<file path="config.mk">
export PLATFORM = sky130hd
export DESIGN_NAME = pwm_timer8
export DESIGN_NICKNAME = d
export VERILOG_FILES = /design/src/rtl/pwm_timer8_pkg.sv /design/src/rtl/tmr_count_core.sv /design/src/rtl/tmr_cmp_chan.sv /design/src/rtl/pwm_timer8.sv
export SDC_FILE = /design/constraint.sdc
export NUM_CORES = 1
export LEC_CHECK = 0
export BUFFER_PORTS_ARGS = -buffer_cell sky130_fd_sc_hd__buf_2
export CORE_MARGIN = 3
export CORE_UTILIZATION = 45
export DETAILED_ROUTE_END_ITERATION = 12
export HOLD_SLACK_MARGIN = 0.12
export PLACE_DENSITY = 0.72
export RECOVER_POWER = 25
export SYNTH_ARGS = -nofsm -noshare
export SYNTH_HDL_FRONTEND = slang
export SYNTH_SLANG_ARGS = --single-unit
</file>
<file path="constraint.sdc">
create_clock -name clk -period 5 [get_ports clk]
set_input_delay 0.5 -clock clk [delete_from_list [all_inputs] [get_ports clk]]
set_output_delay 0.5 -clock clk [all_outputs]
set_load 0.02 [all_outputs]
</file>
<file path="src/rtl/pwm_timer8_pkg.sv">
package pwm_timer8_pkg;

    typedef enum logic [1:0] {
        MD_NORMAL = 2'b00,
        MD_CTC    = 2'b01,
        MD_FAST   = 2'b10,
        MD_PHASE  = 2'b11
    } tmode_e;

    typedef enum logic [1:0] {
        OM_OFF    = 2'b00,
        OM_TOGGLE = 2'b01,
        OM_CLEAR  = 2'b10,
        OM_SET    = 2'b11
    } omode_e;

    typedef struct packed {
        logic   run;
        omode_e om_b;
        omode_e om_a;
        tmode_e mode;
    } ctrl_t;

    localparam int CTRL_W = $bits(ctrl_t);

    localparam logic [1:0] SEL_COUNT = 2'd0;
    localparam logic [1:0] SEL_CMPA  = 2'd1;
    localparam logic [1:0] SEL_CMPB  = 2'd2;
    localparam logic [1:0] SEL_CTRL  = 2'd3;

    function automatic logic is_pwm(tmode_e m);
        return (m == MD_FAST) || (m == MD_PHASE);
    endfunction

endpackage

</file>
<file path="src/rtl/tmr_count_core.sv">
module tmr_count_core
    import pwm_timer8_pkg::*;
#(
    parameter int W = 8
) (
    input  logic         clk,
    input  logic         rst_n,
    input  logic         step,
    input  tmode_e       mode,
    input  logic [W-1:0] top_a,
    input  logic         load,
    input  logic [W-1:0] load_val,
    output logic [W-1:0] cnt_q,
    output logic [W-1:0] cnt_d,
    output logic         hit_ok,
    output logic         upd,
    output logic         ovf_evt,
    output logic         blk
);
    localparam logic [W-1:0] MAXV = {W{1'b1}};
    localparam logic [W-1:0] ONE  = W'(1);

    typedef struct packed {
        logic [W-1:0] cnt;
        logic         down;
        logic         blk;
    } cstate_t;

    cstate_t st_d, st_q;

    always_comb begin
        st_d    = st_q;
        upd     = 1'b0;
        ovf_evt = 1'b0;
        hit_ok  = step && !st_q.blk && !load;
        if (mode != MD_PHASE) begin
            st_d.down = 1'b0;
        end
        if (load) begin
            st_d.cnt = load_val;
            st_d.blk = 1'b1;
        end else if (step) begin
            st_d.blk = 1'b0;
            case (mode)
                MD_PHASE: begin
                    if (!st_q.down) begin
                        if (st_q.cnt == MAXV) begin
                            st_d.down = 1'b1;
                            st_d.cnt  = st_q.cnt - ONE;
                            upd       = 1'b1;
                        end else begin
                            st_d.cnt = st_q.cnt + ONE;
                        end
                    end else begin
                        if (st_q.cnt == '0) begin
                            st_d.down = 1'b0;
                            st_d.cnt  = ONE;
                        end else begin
                            st_d.cnt = st_q.cnt - ONE;
                            ovf_evt  = (st_q.cnt == ONE);
                        end
                    end
                end
                MD_CTC: begin
                    if (hit_ok && st_q.cnt == top_a) begin
                        st_d.cnt = '0;
                    end else begin
                        st_d.cnt = st_q.cnt + ONE;
                    end
                    ovf_evt = (st_q.cnt == MAXV);
                end
                default: begin
                    st_d.cnt = st_q.cnt + ONE;
                    ovf_evt  = (st_q.cnt == MAXV);
                    upd      = (mode == MD_FAST) && (st_q.cnt == MAXV);
                end
            endcase
        end
    end

    always_ff @(posedge clk) begin
        if (!rst_n) begin
            st_q <= '0;
        end else begin
            st_q <= st_d;
        end
    end

    assign cnt_q = st_q.cnt;
    assign cnt_d = st_d.cnt;
    assign blk   = st_q.blk;
endmodule

</file>
<file path="src/rtl/tmr_cmp_chan.sv">
module tmr_cmp_chan
    import pwm_timer8_pkg::*;
#(
    parameter int W = 8
) (
    input  logic         clk,
    input  logic         rst_n,
    input  logic         step,
    input  logic         hit_ok,
    input  logic         upd,
    input  tmode_e       mode,
    input  omode_e       om,
    input  logic [W-1:0] cnt_q,
    input  logic [W-1:0] cnt_d,
    input  logic         wr,
    input  logic [W-1:0] wr_val,
    input  logic         force_s,
    input  logic         ack,
    output logic         wave,
    output logic         flag,
    output logic [W-1:0] act
);
    typedef struct packed {
        logic [W-1:0] shadow;
        logic [W-1:0] act;
        logic         wave;
        logic         flag;
    } chstate_t;

    chstate_t st_d, st_q;
    logic     hit;
    logic     lvl;

    always_comb begin
        st_d = st_q;
        lvl  = 1'b0;
        hit  = hit_ok && (cnt_q == st_q.act);
        if (wr) begin
            st_d.shadow = wr_val;
        end
        if (!is_pwm(mode)) begin
            st_d.act = st_d.shadow;
        end else if (upd) begin
            st_d.act = st_q.shadow;
        end
        if (is_pwm(mode)) begin
            if (step) begin
                lvl = (mode == MD_FAST) ? (cnt_d <= st_d.act) : (cnt_d < st_d.act);
                case (om)
                    OM_CLEAR: st_d.wave = lvl;
                    OM_SET:   st_d.wave = !lvl;
                    default:  st_d.wave = st_q.wave;
                endcase
            end
        end else if (hit || force_s) begin
            case (om)
                OM_TOGGLE: st_d.wave = !st_q.wave;
                OM_CLEAR:  st_d.wave = 1'b0;
                OM_SET:    st_d.wave = 1'b1;
                default:   st_d.wave = st_q.wave;
            endcase
        end
        if (hit) begin
            st_d.flag = 1'b1;
        end else if (ack) begin
            st_d.flag = 1'b0;
        end
    end

    always_ff @(posedge clk) begin
        if (!rst_n) begin
            st_q <= '0;
        end else begin
            st_q <= st_d;
        end
    end

    assign wave = st_q.wave && (om != OM_OFF);
    assign flag = st_q.flag;
    assign act  = st_q.act;
endmodule

</file>
<file path="src/rtl/pwm_timer8.sv">
module pwm_timer8
    import pwm_timer8_pkg::*;
#(
    parameter int W = 8
) (
    input  logic         clk,
    input  logic         rst_n,
    input  logic         tick_en,
    input  logic         wr_en,
    input  logic [1:0]   wr_sel,
    input  logic [W-1:0] wr_data,
    input  logic         force_a,
    input  logic         force_b,
    input  logic         ack_ovf,
    input  logic         ack_a,
    input  logic         ack_b,
    output logic [W-1:0] count_o,
    output logic         wave_a,
    output logic         wave_b,
    output logic         ovf_flag,
    output logic         cmpa_flag,
    output logic         cmpb_flag
);
    localparam int NCH = 2;

    typedef struct packed {
        ctrl_t ctrl;
        logic  ovf;
    } tstate_t;

    tstate_t      st_d, st_q;
    logic         step;
    logic         load;
    logic [W-1:0] cnt_d;
    logic         hit_ok, upd, ovf_evt, blk;
    logic [W-1:0] act_v [NCH];
    logic [NCH-1:0] wave_v, flag_v, force_v, ack_v, wr_v;
    omode_e       om_v [NCH];
    logic [W-1:0] act_a;

    always_comb begin
        st_d = st_q;
        if (wr_en && wr_sel == SEL_CTRL) begin
            st_d.ctrl = ctrl_t'(wr_data[CTRL_W-1:0]);
        end
        if (ovf_evt) begin
            st_d.ovf = 1'b1;
        end else if (ack_ovf) begin
            st_d.ovf = 1'b0;
        end
    end

    always_ff @(posedge clk) begin
        if (!rst_n) begin
            st_q <= '0;
        end else begin
            st_q <= st_d;
        end
    end

    assign step = tick_en && st_q.ctrl.run;
    assign load = wr_en && (wr_sel == SEL_COUNT);

    assign force_v = {force_b, force_a};
    assign ack_v   = {ack_b, ack_a};
    assign wr_v    = {wr_en && (wr_sel == SEL_CMPB), wr_en && (wr_sel == SEL_CMPA)};
    assign om_v[0] = st_q.ctrl.om_a;
    assign om_v[1] = st_q.ctrl.om_b;
    assign act_a   = act_v[0];

    tmr_count_core #(.W(W)) u_core (
        .clk      (clk),
        .rst_n    (rst_n),
        .step     (step),
        .mode     (st_q.ctrl.mode),
        .top_a    (act_a),
        .load     (load),
        .load_val (wr_data),
        .cnt_q    (count_o),
        .cnt_d    (cnt_d),
        .hit_ok   (hit_ok),
        .upd      (upd),
        .ovf_evt  (ovf_evt),
        .blk      (blk)
    );

    for (genvar i = 0; i < NCH; i++) begin : g_chan
        tmr_cmp_chan #(.W(W)) u_chan (
            .clk     (clk),
            .rst_n   (rst_n),
            .step    (step),
            .hit_ok  (hit_ok),
            .upd     (upd),
            .mode    (st_q.ctrl.mode),
            .om      (om_v[i]),
            .cnt_q   (count_o),
            .cnt_d   (cnt_d),
            .wr      (wr_v[i]),
            .wr_val  (wr_data),
            .force_s (force_v[i]),
            .ack     (ack_v[i]),
            .wave    (wave_v[i]),
            .flag    (flag_v[i]),
            .act     (act_v[i])
        );
    end

    assign wave_a    = wave_v[0];
    assign wave_b    = wave_v[1];
    assign cmpa_flag = flag_v[0];
    assign cmpb_flag = flag_v[1];
    assign ovf_flag  = st_q.ovf;
endmodule

</file>
Word-level counts from Yosys, hierarchy flattened. Cells that the tools add are included. W data, S select, Z words.

Register bits: 54. Bits in latches: 0. Memory bits (writable): 0. ROM bits: 0. Input bits: 19. Output and inout bits: 13. Word-level logic and storage cells: 124. Memories: 0.

Add/sub/neg operators: 2. Multiply operators: 0. Div/mod/pow operators: 0. $lt $le $gt $ge: 4. Eq/ne operators: 20. Shift operators: 0. Muxes and demuxes: 47. Bitwise logic cells: 0. Reductions and logical operators: 35.

Operator list (number): $mux W8 (10); $mux W1 (29); $eq A2 B2 Y1 const B (8); $eq A8 B8 Y1 (2); $le A8 B8 Y1 (2); $lt A8 B8 Y1 (2); $pmux W8 S2 (1); $reduce_bool A2 Y1 (8); $logic_and A1 B1 Y1 (12); $mux W10 (1); $mux W9 (1); $add A8 B1 Y8 const B (1); $eq A2 B1 Y1 const B (4); $eq A8 B1 Y1 const B (1); $eq A8 B8 Y1 const B (1); $logic_not A8 Y1 (1); $reduce_and A4 Y1 (2); $sub A8 B1 Y8 const B (1); $logic_not A1 Y1 (6); $pmux W1 S2 (3); $pmux W1 S3 (2); $reduce_bool A3 Y1 (2); $ne A2 B2 Y1 const B (2); $logic_or A1 B1 Y1 (3); other kinds (3) (3).

Longest topological paths before layout. Gate-level depths: netlist of the first run.

Depth after elaboration: 15. Depth in mapped cells: 17. Gate-level depth less buffers: 16.

Hierarchy. Synthesis of the first run repeated with hierarchy kept, for this count alone.

Cell total of the unflattened synthesis: 467. Area total of the unflattened synthesis: 3980.1 µm².

Modules (own cells, without submodules): tmr_count_core (times used 1, cells an instance 172, area an instance 1326.3 µm², sequential area each 200.2 µm²); tmr_cmp_chan (g_chan[0].u_chan) (times used 1, cells an instance 129, area an instance 1154.9 µm², sequential area each 360.3 µm²); tmr_cmp_chan (g_chan[1].u_chan) (times used 1, cells an instance 127, area an instance 1146.1 µm², sequential area each 360.3 µm²); pwm_timer8 (times used 1, cells an instance 39, area an instance 352.8 µm², sequential area each 160.2 µm²).

Worst setup path before layout of the first run. No wires, ideal clock.

Path type: flip-flop to flip-flop. Start: register u_core.st_q (netlist bit u_core.cnt_q[0]). End: register g_chan[1].u_chan.st_q[1] in the netlist's numbering. Library setup time: 0.077 ns. Arrival: 3.178 ns. Required time: 4.923 ns. Slack: 1.745 ns. Cell stages (with the launch flop): 16. Buffers on the path: 1. Clock period less this slack: 3.255 ns. Cells stage by stage: dfxtp_1 > clkbuf_1 > xor2_1 > nor4_2 > and3_1 > nand3b_1 > and3_1 > a22oi_1 > a21oi_1 > ha_1 > o21ai_0 > a211oi_1 > nor2_1 > a211o_1 > a211o_1 > a41oi_2.

Elaborated cells on any way between the ends: 33. Classes of those cells: add/sub (2); order compare (2); eq/ne (3); mux (18); reduce/logical (8).

RTL lines: start, declared (RTL line tmr_count_core.sv:29) `cstate_t st_d, st_q;`; start signal, assigned (RTL line tmr_count_core.sv:85) `st_q <= st_d;`; $add A8 B1 Y8 (tied with other cells) (RTL line tmr_count_core.sv:52, tmr_count_core.sv:68, tmr_count_core.sv:73); $mux W8 (tied with other cells) (RTL line tmr_count_core.sv:47) `if (st_q.cnt == MAXV) begin`; $mux W9 / $mux W8 (equally long branches) (RTL line tmr_count_core.sv:46, tmr_count_core.sv:65); $pmux W8 S2 (*) (RTL line tmr_count_core.sv:44) `case (mode)`; $mux W10 (*) (RTL line tmr_count_core.sv:42) `end else if (step) begin`; $mux W8 (*) (RTL line tmr_count_core.sv:39) `if (load) begin`; via cnt_d[2] (RTL line pwm_timer8.sv:34) `logic [W-1:0] cnt_d;`; $lt A8 B8 Y1 / $le A8 B8 Y1 (equally long branches) (RTL line tmr_cmp_chan.sv:48) `lvl = (mode == MD_FAST) ? (cnt_d <= st_d.act) : (cnt_d < st_d.act);`; $mux W1 (*) (RTL line tmr_cmp_chan.sv:48); $logic_not A1 Y1 (RTL line tmr_cmp_chan.sv:51) `OM_SET: st_d.wave = !lvl;`; $pmux W1 S2 (*) (RTL line tmr_cmp_chan.sv:49) `case (om)`; $mux W1 (*) (RTL line tmr_cmp_chan.sv:47) `if (step) begin`; $mux W1 (*) (RTL line tmr_cmp_chan.sv:46) `if (is_pwm(mode)) begin`; end signal, assigned (RTL line tmr_cmp_chan.sv:74) `st_q <= st_d;`; end, declared (RTL line tmr_cmp_chan.sv:30) `chstate_t st_d, st_q;`.

The timed path passes the listed nets; every way through them passes the cells marked *. The select of a mux whose other input is x is not followed. A chain may end at the register's enable or synchronous reset.

Worst setup path after layout of the first run.
Start: register u_core.st_q (netlist bit u_core.cnt_q[1]). End: register g_chan[1].u_chan.st_q[1] in the netlist's numbering.

Cells in the longest elaborated chain, start to end: 14. Elaborated cells on any way between the ends: 33. Classes of those cells: add/sub (2); order compare (2); eq/ne (3); mux (18); reduce/logical (8).

RTL lines: branches (longest 14 deep; another with $add A8 B1 Y8).

Parallel ways; which one is timed is not known. The select of a mux whose other input is x is not followed.

==> results_dict.tcl, run 1 <==
set metrics [dict create \
    grt_pass1_wl_mm 15.86 \
    outcome "finished clean" \
    clock_skew_ns 0.003504 \
    synth_top_area_share 0.2968 \
    n_fill_cell 782 \
    die_h_um 95.97 \
    grt_pass1_vias 2989 \
    min_period_ns 4.099 \
    dp_hpwl_mm 7.367 \
    yosysSeqAreaShare 0.2968 \
    power_density_nw_per_um2 237.1 \
    clock-sinks 54 \
    worst_ep_arrival_time_ns 4.21 \
    p_sw_w 0.0002752 \
    die_w_um 95.97 \
    vias 3206 \
    maxCapViolCount 0 \
    leakage_nw 1.774 \
    critPathMaxFanout 11 \
    avgViaCountPerCell 5.937 \
    seqCellArea_um2 1081 \
    ir_drop_mv 0.1294 \
    swShare 0.3008 \
    synth_cell_types 64 \
    cp-end-kind "flip-flop" \
    synth-main-ff-cell "dfxtp_1" \
    die_area_um2 9209 \
    drc 0 \
    clockPowerShare 0.271 \
    cp_top_family "simple AND/OR/NAND/NOR gates" \
    cp_slowest_cell "dfxtp_1" \
    numPortBuffers 31 \
    ctsResizeCount 0 \
    dp_slack_ns 0.8807 \
    finalSetupTns_ns 0 \
    cp_data_required_time_ns 5.12 \
    gp_congestion 0.9424 \
    area_growth_pct 5.943 \
    fmax_mhz 244.0 \
    cts.path.max_buffers 2 \
    crit_type "reg -> reg" \
    hp-class "in -> reg" \
    path_buf_inv 0 \
    syn_nets 465 \
    final_nets 474 \
    crit_top_cell "ha_1" \
    clkTransAtPathRegs_ns 0.09 \
    postSynthCellCount 428 \
    rsz0062_at_grt "no" \
    drive_gt1_frac 0.1507 \
    finalHoldViolCount 0 \
    worstMarginPinSlew_ns 1.458 \
    core.rowCount 32 \
    wl_per_cell_um 18.28 \
    hold_buffers 0 \
    setup_ws_ns 0.9013 \
    maxSlewViolCount 0 \
    p_comb_frac 0.219 \
    first_pass_iters 5 \
    crit_path_start_kind "flip-flop" \
    track_usage 0.2249 \
    async_flop_share 0 \
    coreArea_um2 7807 \
    initial_core_util 0.4665 \
    antenna_cells 0 \
    cts_root_buf "clkbuf_8" \
    synth_area_leaders "dfxtp_1 (30%), mux2i_1 (11%), nor2_1 (7.5%), ha_1 (6.2%), mux2_2 (4.9%)" \
    clk_latency_ns 0.30 \
    synth_edf_count 0 \
    grt_max_degree 47 \
    crit_chain "ha_1 -> and4_1 -> and4_4 -> nand2_1 -> mux2i_1 -> mux2_2 -> ha_1 -> a21oi_1 -> o21ai_0 -> nor4b_1 -> nand3_1 -> o2111ai_1 -> a211o_1 -> a41oi_2" \
    top_level_ports 32 \
    yosys_warnings 0 \
    numCtsBuffers 5 \
    cts_tree "yes" \
    drtIter0Drc 196 \
    synth-seq-cells 54 \
    drtAntennaViolNets 0 \
    final.period_utilization 0.8197 \
    maxSlewHeadroom 0.02712 \
    pwr-share-seq 0.510 \
    synth_top_area_cell "dfxtp_1" \
    htreeDepth 2 \
    p_int_w 0.0006397 \
    wl_mm 9.870 \
    multiInputGateArea_um2 2349 \
    gr-total-overflow 0 \
    post_synth.cell_area_avg_um2 8.510 \
    cpPeakStageDelay_ns 0.55 \
    syn_area_um2 3642 \
    post-cts-setup-buffers 0 \
    antenna_found_initial 0 \
    setup_violations 0 \
]
power groups by stage:
stage	clock network [W]	logic [W]	registers, W
after floorplan	0	0.000155	0.000465
after global placement	0	0.000193	0.000475
after detailed placement	0	0.000198	0.000476
after CTS	0.000257	0.000199	0.000466
after global routing	0.000271	0.000223	0.000469
final	0.000248	0.000201	0.000467
per-stage QoR:
step                      hold WS [ns]  cell area [µm²]  std cells    util  total power [W]
after floorplan                 0.4776             3642        428       -        0.0006195
after global placement          0.4698             3772        532  0.4832        0.0006685
after detailed placement        0.5106             3772        532  0.4832        0.0006738
after CTS                       0.4841             3864        540  0.4949        0.0009217
after global routing            0.4908             3859        540  0.4942        0.0009631
final                           0.4879             3859        540  0.4942        0.0009148
layer usage:
| layer | wire [µm] | vias up | global-route usage |
|---|---|---|---|
| met2 | 4565 | 120 | 0.3503 |
| met3 | 630 | 17 | 0.03753 |
| met4 | 202 | 0 | 0.06398 |
| li1 | - | 1533 | - |
| met5 | 0 | - | 0 |
| met1 | 4472 | 1536 | 0.3190 |
sequential cells by signal (all words and copies together) (netlist names):
name and count:
ovf_flag 1, g_chan.u_chan.st_q 18, g_chan.u_chan.flag 2, g_chan.u_chan.act 16, om_v 4, u_core.cnt_q 8
st_q 3, u_core.st_q 1, u_core.blk 1
Yosys cell counts (3+ instances only):
cell type	number
a211oi_1	4
a21o_1	4
a21oi_1	17
a31oi_1	4
and2_1	7
and3_1	7
buf_2	8
buf_4	11
clkbuf_1	12
dfxtp_1	54
ha_1	18
inv_1	7
mux2_2	16
mux2i_1	39
nand2_1	20
nand3_1	14
nand3b_1	4
nand4_1	11
nor2_1	73
nor2b_1	10
o21ai_0	13
o21ai_1	3
xnor2_1	12
xor2_1	10
cells in the final DEF (no fill, tap or decap), types with 3 or more instances in the layout:
cell	synthesis	final
nor2_1	73	73
dfxtp_1	54	54
mux2i_1	39	39
buf_2	8	27
nand2_1	20	20
ha_1	18	18
a21oi_1	17	17
mux2_2	16	16
nand3_1	14	14
o21ai_0	13	13
xnor2_1	12	12
nand4_1	11	11
xor2_1	10	10
nor2b_1	10	10
inv_1	7	8
and2_1	7	7
and3_1	7	7
clkbuf_8	0	6
clkbuf_1	12	5
nand3b_1	4	4
a21o_1	4	4
a31oi_1	4	4
a211oi_1	4	4
buf_4	11	4
o21ai_1	3	3
worst min-delay path, stage by stage:
cell and delay (ns):
buf_2 0.07, nor2b_1 0.03, a21oi_1 0.11, nor2_1 0.04
cell type report:
cell class	instances	area share
Inverter	8	0.007782
Clock inverter	1	0.001297
Timing Repair Buffer	35	0.04669
Tap cell	102	0.03307
Sequential cell	54	0.2802
Clock buffer	7	0.02237
Multi-Input combinational cell	333	0.6086
final timing paths:
| path | start | slack (ns) | end | depth (start not counted) |
|---|---|---|---|---|
| worst min-delay path | ack_b | 0.49 | g_chan[1].u_chan.flag | 4 |
| worst max register to register | u_core.cnt_q[1] | 0.90 | g_chan[1].u_chan.st_q[1] | 14 |
| worst min register to register | g_chan[0].u_chan.flag | 0.52 | g_chan[0].u_chan.flag | 2 |
| worst max-delay path | u_core.cnt_q[1] | 0.90 | g_chan[1].u_chan.st_q[1] | 14 |
cells by family after synthesis:
logic type | share of synthesized area
xor+xnor | 0.05290
fa+ha+maj | 0.06184
mux | 0.1566
simple gates | 0.2477
flops | 0.2968
buf+inv | 0.05840
compound gates | 0.1257
Power figures use the tool's default switching activity.
==> run 2: changes to the inputs <==
--- a/config.mk
+++ b/config.mk
@@ -10,7 +10,7 @@
 export CORE_UTILIZATION = 45
 export DETAILED_ROUTE_END_ITERATION = 12
 export HOLD_SLACK_MARGIN = 0.12
-export PLACE_DENSITY = 0.72
+export PLACE_DENSITY = 0.74
 export RECOVER_POWER = 25
 export SYNTH_ARGS = -nofsm -noshare
 export SYNTH_HDL_FRONTEND = slang
==> constraint.sdc (replaced) <==
create_clock -name clk -period 3.34 [get_ports clk]
set_input_delay 0.334 -clock clk [delete_from_list [all_inputs] [get_ports clk]]
set_output_delay 0.334 -clock clk [all_outputs]
set_load 0.02 [all_outputs]
==> run 2 against run 1 <==
  * The run now ends with negative setup slack left
  * Largest cell class unchanged
  * Register-to-register slack worse by 1.0 ns
  * Die area stayed put
  * Utilization rose by 11 points
  * Flip-flop and latch count is the same
  * Final cell count is 12% higher
==> results_dict.tcl, run 2 (synthesis gave the netlist of run 1 again) <==
set metrics [dict create \
    maxCapViolCount 0 \
    finalNonFillerCells 603 \
    clkTransAtPathRegs_ns 0.10 \
    worst_ep_arrival_time_ns 3.74 \
    antenna_found_initial 0 \
    min_period_ns 3.479 \
    drtAntennaViolNets 0 \
    vias 3598 \
    leakage_nw 2.158 \
    clock_skew_ns 0.01206 \
    mostFrequentLayoutCells "nor2_1 (71), buf_4 (60), dfxtp_1 (47)" \
    cp-end-kind "flip-flop" \
    outcome "finished, violations left" \
    crit_type "reg -> reg" \
    die_w_um 95.97 \
    power_density_nw_per_um2 357.7 \
    drtIter0Drc 396 \
    numCtsBuffers 5 \
    cts.path.max_buffers 2 \
    hp-class "in -> reg" \
    wl_mm 11.37 \
    grt_max_degree 47 \
    drc 0 \
    ir_drop_mv 0.1875 \
    path_buf_inv 4 \
    die_area_um2 9209 \
    top_level_ports 32 \
    area_growth_pct 28.75 \
    coreArea_um2 7807 \
    largest_reg_flops 18 \
    crit_chain "buf_6 -> xor2_2 -> nor4_2 -> buf_4 -> and3_4 -> nand3b_1 -> and3_4 -> a22oi_2 -> a21oi_2 -> ha_1 -> nand4_1 -> buf_4 -> inv_2 -> a311oi_2 -> o311ai_2 -> a21oi_1 -> nand3b_1" \
    regMostFlops "g_chan.u_chan.st_q" \
    wl_per_cell_um 18.85 \
    final_nets 537 \
    cts_tree "yes" \
    grt_pass1_wl_mm 17.43 \
    initial_core_util 0.4665 \
    dp_slack_ns -0.3241 \
    core.rowCount 32 \
    n_fill_cell 658 \
    setup_violations 2 \
    die_h_um 95.97 \
    violations "negative setup slack" \
    rsz0062_at_grt "yes" \
    crit_path_start_kind "flip-flop" \
    setup_ws_ns -0.1387 \
    avgViaCountPerCell 5.967 \
    cp_top_family "simple AND/OR/NAND/NOR gates" \
    gp_congestion 1.072 \
    antenna_cells 0 \
    final_common_cell "nor2_1" \
    fmax_mhz 287.5 \
    htreeDepth 2 \
    maxSlewViolCount 0 \
    cp_data_required_time_ns 3.60 \
    clock-sinks 54 \
    cts_root_buf "clkbuf_8" \
    clk_latency_ns 0.32 \
    worstMarginPinSlew_ns 0.8044 \
    final.period_utilization 1.042 \
    gr-total-overflow 0 \
    dp_hpwl_mm 7.976 \
    grt_pass1_vias 3493 \
    drive_gt1_frac 0.3653 \
    dp_cells 582 \
    numPortBuffers 31 \
    cp_slowest_cell "dfxtp_4" \
    critPathMaxFanout 3 \
    finalHoldViolCount 0 \
    track_usage 0.2454 \
    maxSlewHeadroom 0.4630 \
    first_pass_iters 5 \
    cpPeakStageDelay_ns 0.37 \
]
## run 2: layout make-up
| cell class | count | area (µm²) | share of cell area |
|---|---|---|---|
| Clock buffer | 6 | 82.58 | 0.01761 |
| Clock inverter | 2 | 60.06 | 0.01281 |
| Inverter | 8 | 30.03 | 0.006403 |
| Multi-Input combinational cell | 333 | 2613 | 0.5571 |
| Sequential cell | 54 | 1092 | 0.2329 |
| Tap cell | 102 | 127.6 | 0.02721 |
| Timing Repair Buffer | 98 | 684.4 | 0.1459 |
## run 2: worst paths after layout
| path | from | to | slack [ns] | cells after the start |
|---|---|---|---|---|
| max reg2reg | u_core.cnt_q[3] | g_chan[0].u_chan.st_q[1] | -0.14 | 17 |
| min | ack_a | g_chan[0].u_chan.flag | 0.31 | 4 |
| max | u_core.cnt_q[3] | g_chan[0].u_chan.st_q[1] | -0.14 | 17 |
| min reg2reg | g_chan[0].u_chan.flag | g_chan[0].u_chan.flag | 0.49 | 2 |
## run 2: per-stage QoR
| step | hold WS (ns) | total power, W | util | cell area, µm² | TNS [ns] |
|---|---|---|---|---|---|
| final | 0.3053 | 0.001677 | 0.6006 | 4690 | -0.2287 |
| after global routing | 0.3531 | 0.001745 | 0.6006 | 4690 | -0.5149 |
| after CTS | 0.3151 | 0.001628 | 0.5752 | 4491 | -0.07002 |
| after detailed placement | 0.4799 | 0.001053 | 0.5313 | 4148 | -0.6013 |
| after global placement | 0.4608 | 0.001044 | 0.5313 | 4148 | -0.5237 |
| after floorplan | 0.4776 | 0.0009274 | - | 3642 | 0 |
## run 2: layer usage
layer / GRT usage / up-vias / routed length, µm
met5: 0 / - / 0
met4: 0.1386 / 0 / 626
met3: 0.04613 / 51 / 819
met2: 0.4030 / 177 / 5472
met1: 0.2999 / 1709 / 4449
li1: - / 1661 / -
## run 2: what timing repair did
item	CTS	global route
hold buffers	0	0
buffers inserted	10	5
resized for setup	36	29
setup endpoints to repair	2	2
pin swaps	26	23
## run 2: power breakdown
group	internal [W]	leakage, nW	total (W)	switching [W]
registers	0.000667	0.442	0.000687	0.0000196
logic	0.000202	1.64	0.000448	0.000246
clock network	0.000320	0.0714	0.000542	0.000222
total	0.00119	2.16	0.00168	0.000488
## run 2: worst min-delay path, stage by stage
cell,delay [ns]
buf_2,0.09
inv_1,0.04
a21oi_1,0.05
nor2_1,0.07
==> run 3: changes to the inputs <==
--- a/config.mk
+++ b/config.mk
@@ -7,10 +7,10 @@
 export LEC_CHECK = 0
 export BUFFER_PORTS_ARGS = -buffer_cell sky130_fd_sc_hd__buf_2
 export CORE_MARGIN = 3
-export CORE_UTILIZATION = 45
+export CORE_UTILIZATION = 40
 export DETAILED_ROUTE_END_ITERATION = 12
 export HOLD_SLACK_MARGIN = 0.12
-export PLACE_DENSITY = 0.74
+export PLACE_DENSITY = 0.68
 export RECOVER_POWER = 25
 export SYNTH_ARGS = -nofsm -noshare
 export SYNTH_HDL_FRONTEND = slang
==> run 3 against run 2 <==
  * The run still ends with negative setup slack left
  * Clock power fell by 13%
  * Sequential share of layout area fell by 1.5 points
  * Utilization decreased by 2.5 points
  * Critical path depth unchanged
  * Sequential power hardly changed
  * Total power down 2.0%
  * Die area is 12% higher
  * Non-clock buffer count grew 20
  * Critical path type unchanged
  * Highest routed layer unchanged
==> results_dict.tcl, run 3 (synthesis gave the netlist of run 1 again) <==
set metrics [dict create \
    grt_pass1_wl_mm 17.58 \
    finalHoldViolCount 0 \
    numCtsBuffers 5 \
    worstMarginPinSlew_ns 0.8408 \
    wl_mm 12.15 \
    ir_drop_mv 0.1639 \
    outcome "finished, violations left" \
    grt_max_degree 47 \
    cp-end-kind "flip-flop" \
    cpPeakStageDelay_ns 0.38 \
    leakage_nw 2.277 \
    power_density_nw_per_um2 325.7 \
    final_nets 557 \
    cp_slowest_cell "dfxtp_4" \
    maxSlewViolCount 0 \
    htreeDepth 2 \
    clkTransAtPathRegs_ns 0.11 \
    die_area_um2 10290 \
    avgViaCountPerCell 5.854 \
    cts_root_buf "clkbuf_8" \
    largest_reg_flops 18 \
    first_pass_iters 5 \
    drc 0 \
    finalSetupTns_ns -0.1080 \
    maxSlewHeadroom 0.4395 \
    crit_type "reg -> reg" \
    drtAntennaViolNets 0 \
    seqCellArea_um2 1097 \
    antenna_found_initial 0 \
    crit_chain "buf_6 -> xor2_2 -> nor4_2 -> buf_4 -> and3_4 -> nand3b_1 -> and3_4 -> a22oi_2 -> a21oi_4 -> ha_4 -> o21ai_0 -> a211oi_2 -> nor2_1 -> a311oi_2 -> o311ai_2 -> a21oi_1 -> nand3b_1" \
    hp-class "in -> reg" \
    clock-sinks 54 \
    maxCapViolCount 0 \
    regMostFlops "g_chan.u_chan.st_q" \
    utilization 0.5757 \
    finalNonFillerCells 629 \
    clk_latency_ns 0.32 \
    violations "negative setup slack" \
    cp_top_family "compound AO/OA/AOI/OAI gates" \
    post_dp_cell_area_um2 4190 \
    final.period_utilization 1.021 \
    dp_hpwl_mm 8.337 \
    initial_core_util 0.4156 \
    rsz0062_at_grt "yes" \
    critPathMaxFanout 4 \
    gr-total-overflow 0 \
    path_buf_inv 2 \
    die_w_um 101.4 \
    worst_ep_arrival_time_ns 3.68 \
    area_growth_pct 38.51 \
    clock_skew_ns 0.01699 \
    fmax_mhz 293.2 \
    hold_buffers 0 \
    mostFrequentLayoutCells "nor2_1 (71), buf_4 (71), dfxtp_1 (47)" \
    numPortBuffers 31 \
    antenna_cells 0 \
    track_usage 0.2208 \
    top_level_ports 32 \
    min_period_ns 3.411 \
    vias 3682 \
    grt_pass1_vias 3372 \
    cts_tree "yes" \
    cp_data_required_time_ns 3.61 \
    setup_violations 2 \
    cts.path.max_buffers 2 \
    crit_path_start_kind "flip-flop" \
    coreArea_um2 8763 \
    wl_per_cell_um 19.31 \
    die_h_um 101.4 \
    core.rowCount 34 \
    drive_gt1_frac 0.4184 \
    drtIter0Drc 261 \
    gp_congestion 0.8980 \
    multiInputGateArea_um2 2786 \
    n_fill_cell 745 \
    fin_area_um2 5045 \
    setup_ws_ns -0.07069 \
    dp_cells 591 \
]
-- run 3: cell types whose count changed in the layout (fill, tap and decap cells not counted), sizes merged --
cell and delta:
buf +19, bufinv -1, clkbuf +1, inv +1
-- run 3: layout make-up --
| type | instances | area share |
|---|---|---|
| multi-input combinational | 333 | 0.5523 |
| inverter | 8 | 0.006944 |
| clock buffer | 6 | 0.01637 |
| sequential | 54 | 0.2175 |
| clock inverter | 2 | 0.007688 |
| timing repair buffer | 118 | 0.1724 |
| tap | 108 | 0.02679 |
-- run 3: report_power, final --
| group | switching [W] | leakage [nW] | internal [W] |
|---|---|---|---|
| clock | 0.000225 | 0.0618 | 0.000247 |
| combinational | 0.000253 | 1.77 | 0.000228 |
| sequential | 0.0000233 | 0.443 | 0.000667 |
| total | 0.000502 | 2.28 | 0.00114 |
-- run 3: through the flow --
| step | hold slack (ns) | setup WS (ns) | total power (W) |
|---|---|---|---|
| final | 0.3022 | -0.07069 | 0.001643 |
| after global routing | 0.3168 | -0.2253 | 0.001712 |
| after CTS | 0.3093 | -0.02176 | 0.001573 |
| after detailed placement | 0.4906 | -0.4308 | 0.001063 |
| after global placement | 0.4648 | -0.3812 | 0.001053 |
| after floorplan | 0.4776 | 0.08542 | 0.0009274 |
-- run 3: layer usage --
metal,GRT usage,vias to the layer above,part of all wire,wire length [µm]
met2,0.3798,137,0.50,6062
li1,-,1706,-,-
met5,0,-,0,0
met3,0.03306,36,0.045,550
met4,0.09714,0,0.039,470
met1,0.2724,1803,0.42,5064
-- run 3: final timing paths --
kind                         start                       end  slack [ns]  cells after the start
max                u_core.cnt_q[0]  g_chan[0].u_chan.st_q[1]       -0.07                     17
max reg2reg        u_core.cnt_q[0]  g_chan[0].u_chan.st_q[1]       -0.07                     17
min reg2reg  g_chan[0].u_chan.flag     g_chan[0].u_chan.flag        0.51                      2
min                          ack_a     g_chan[0].u_chan.flag        0.30                      4
-- run 3: what timing repair did --
item                       in CTS  in global routing
pin swaps                      27                 39
resized for setup              48                 57
buffers inserted               18                 13
setup endpoints to repair       2                  2
-- run 3: tightest hold or removal path, cell delays in order --
cell	delay (ns)
buf_2	0.09
inv_1	0.04
a21oi_1	0.05
nor2_1	0.07
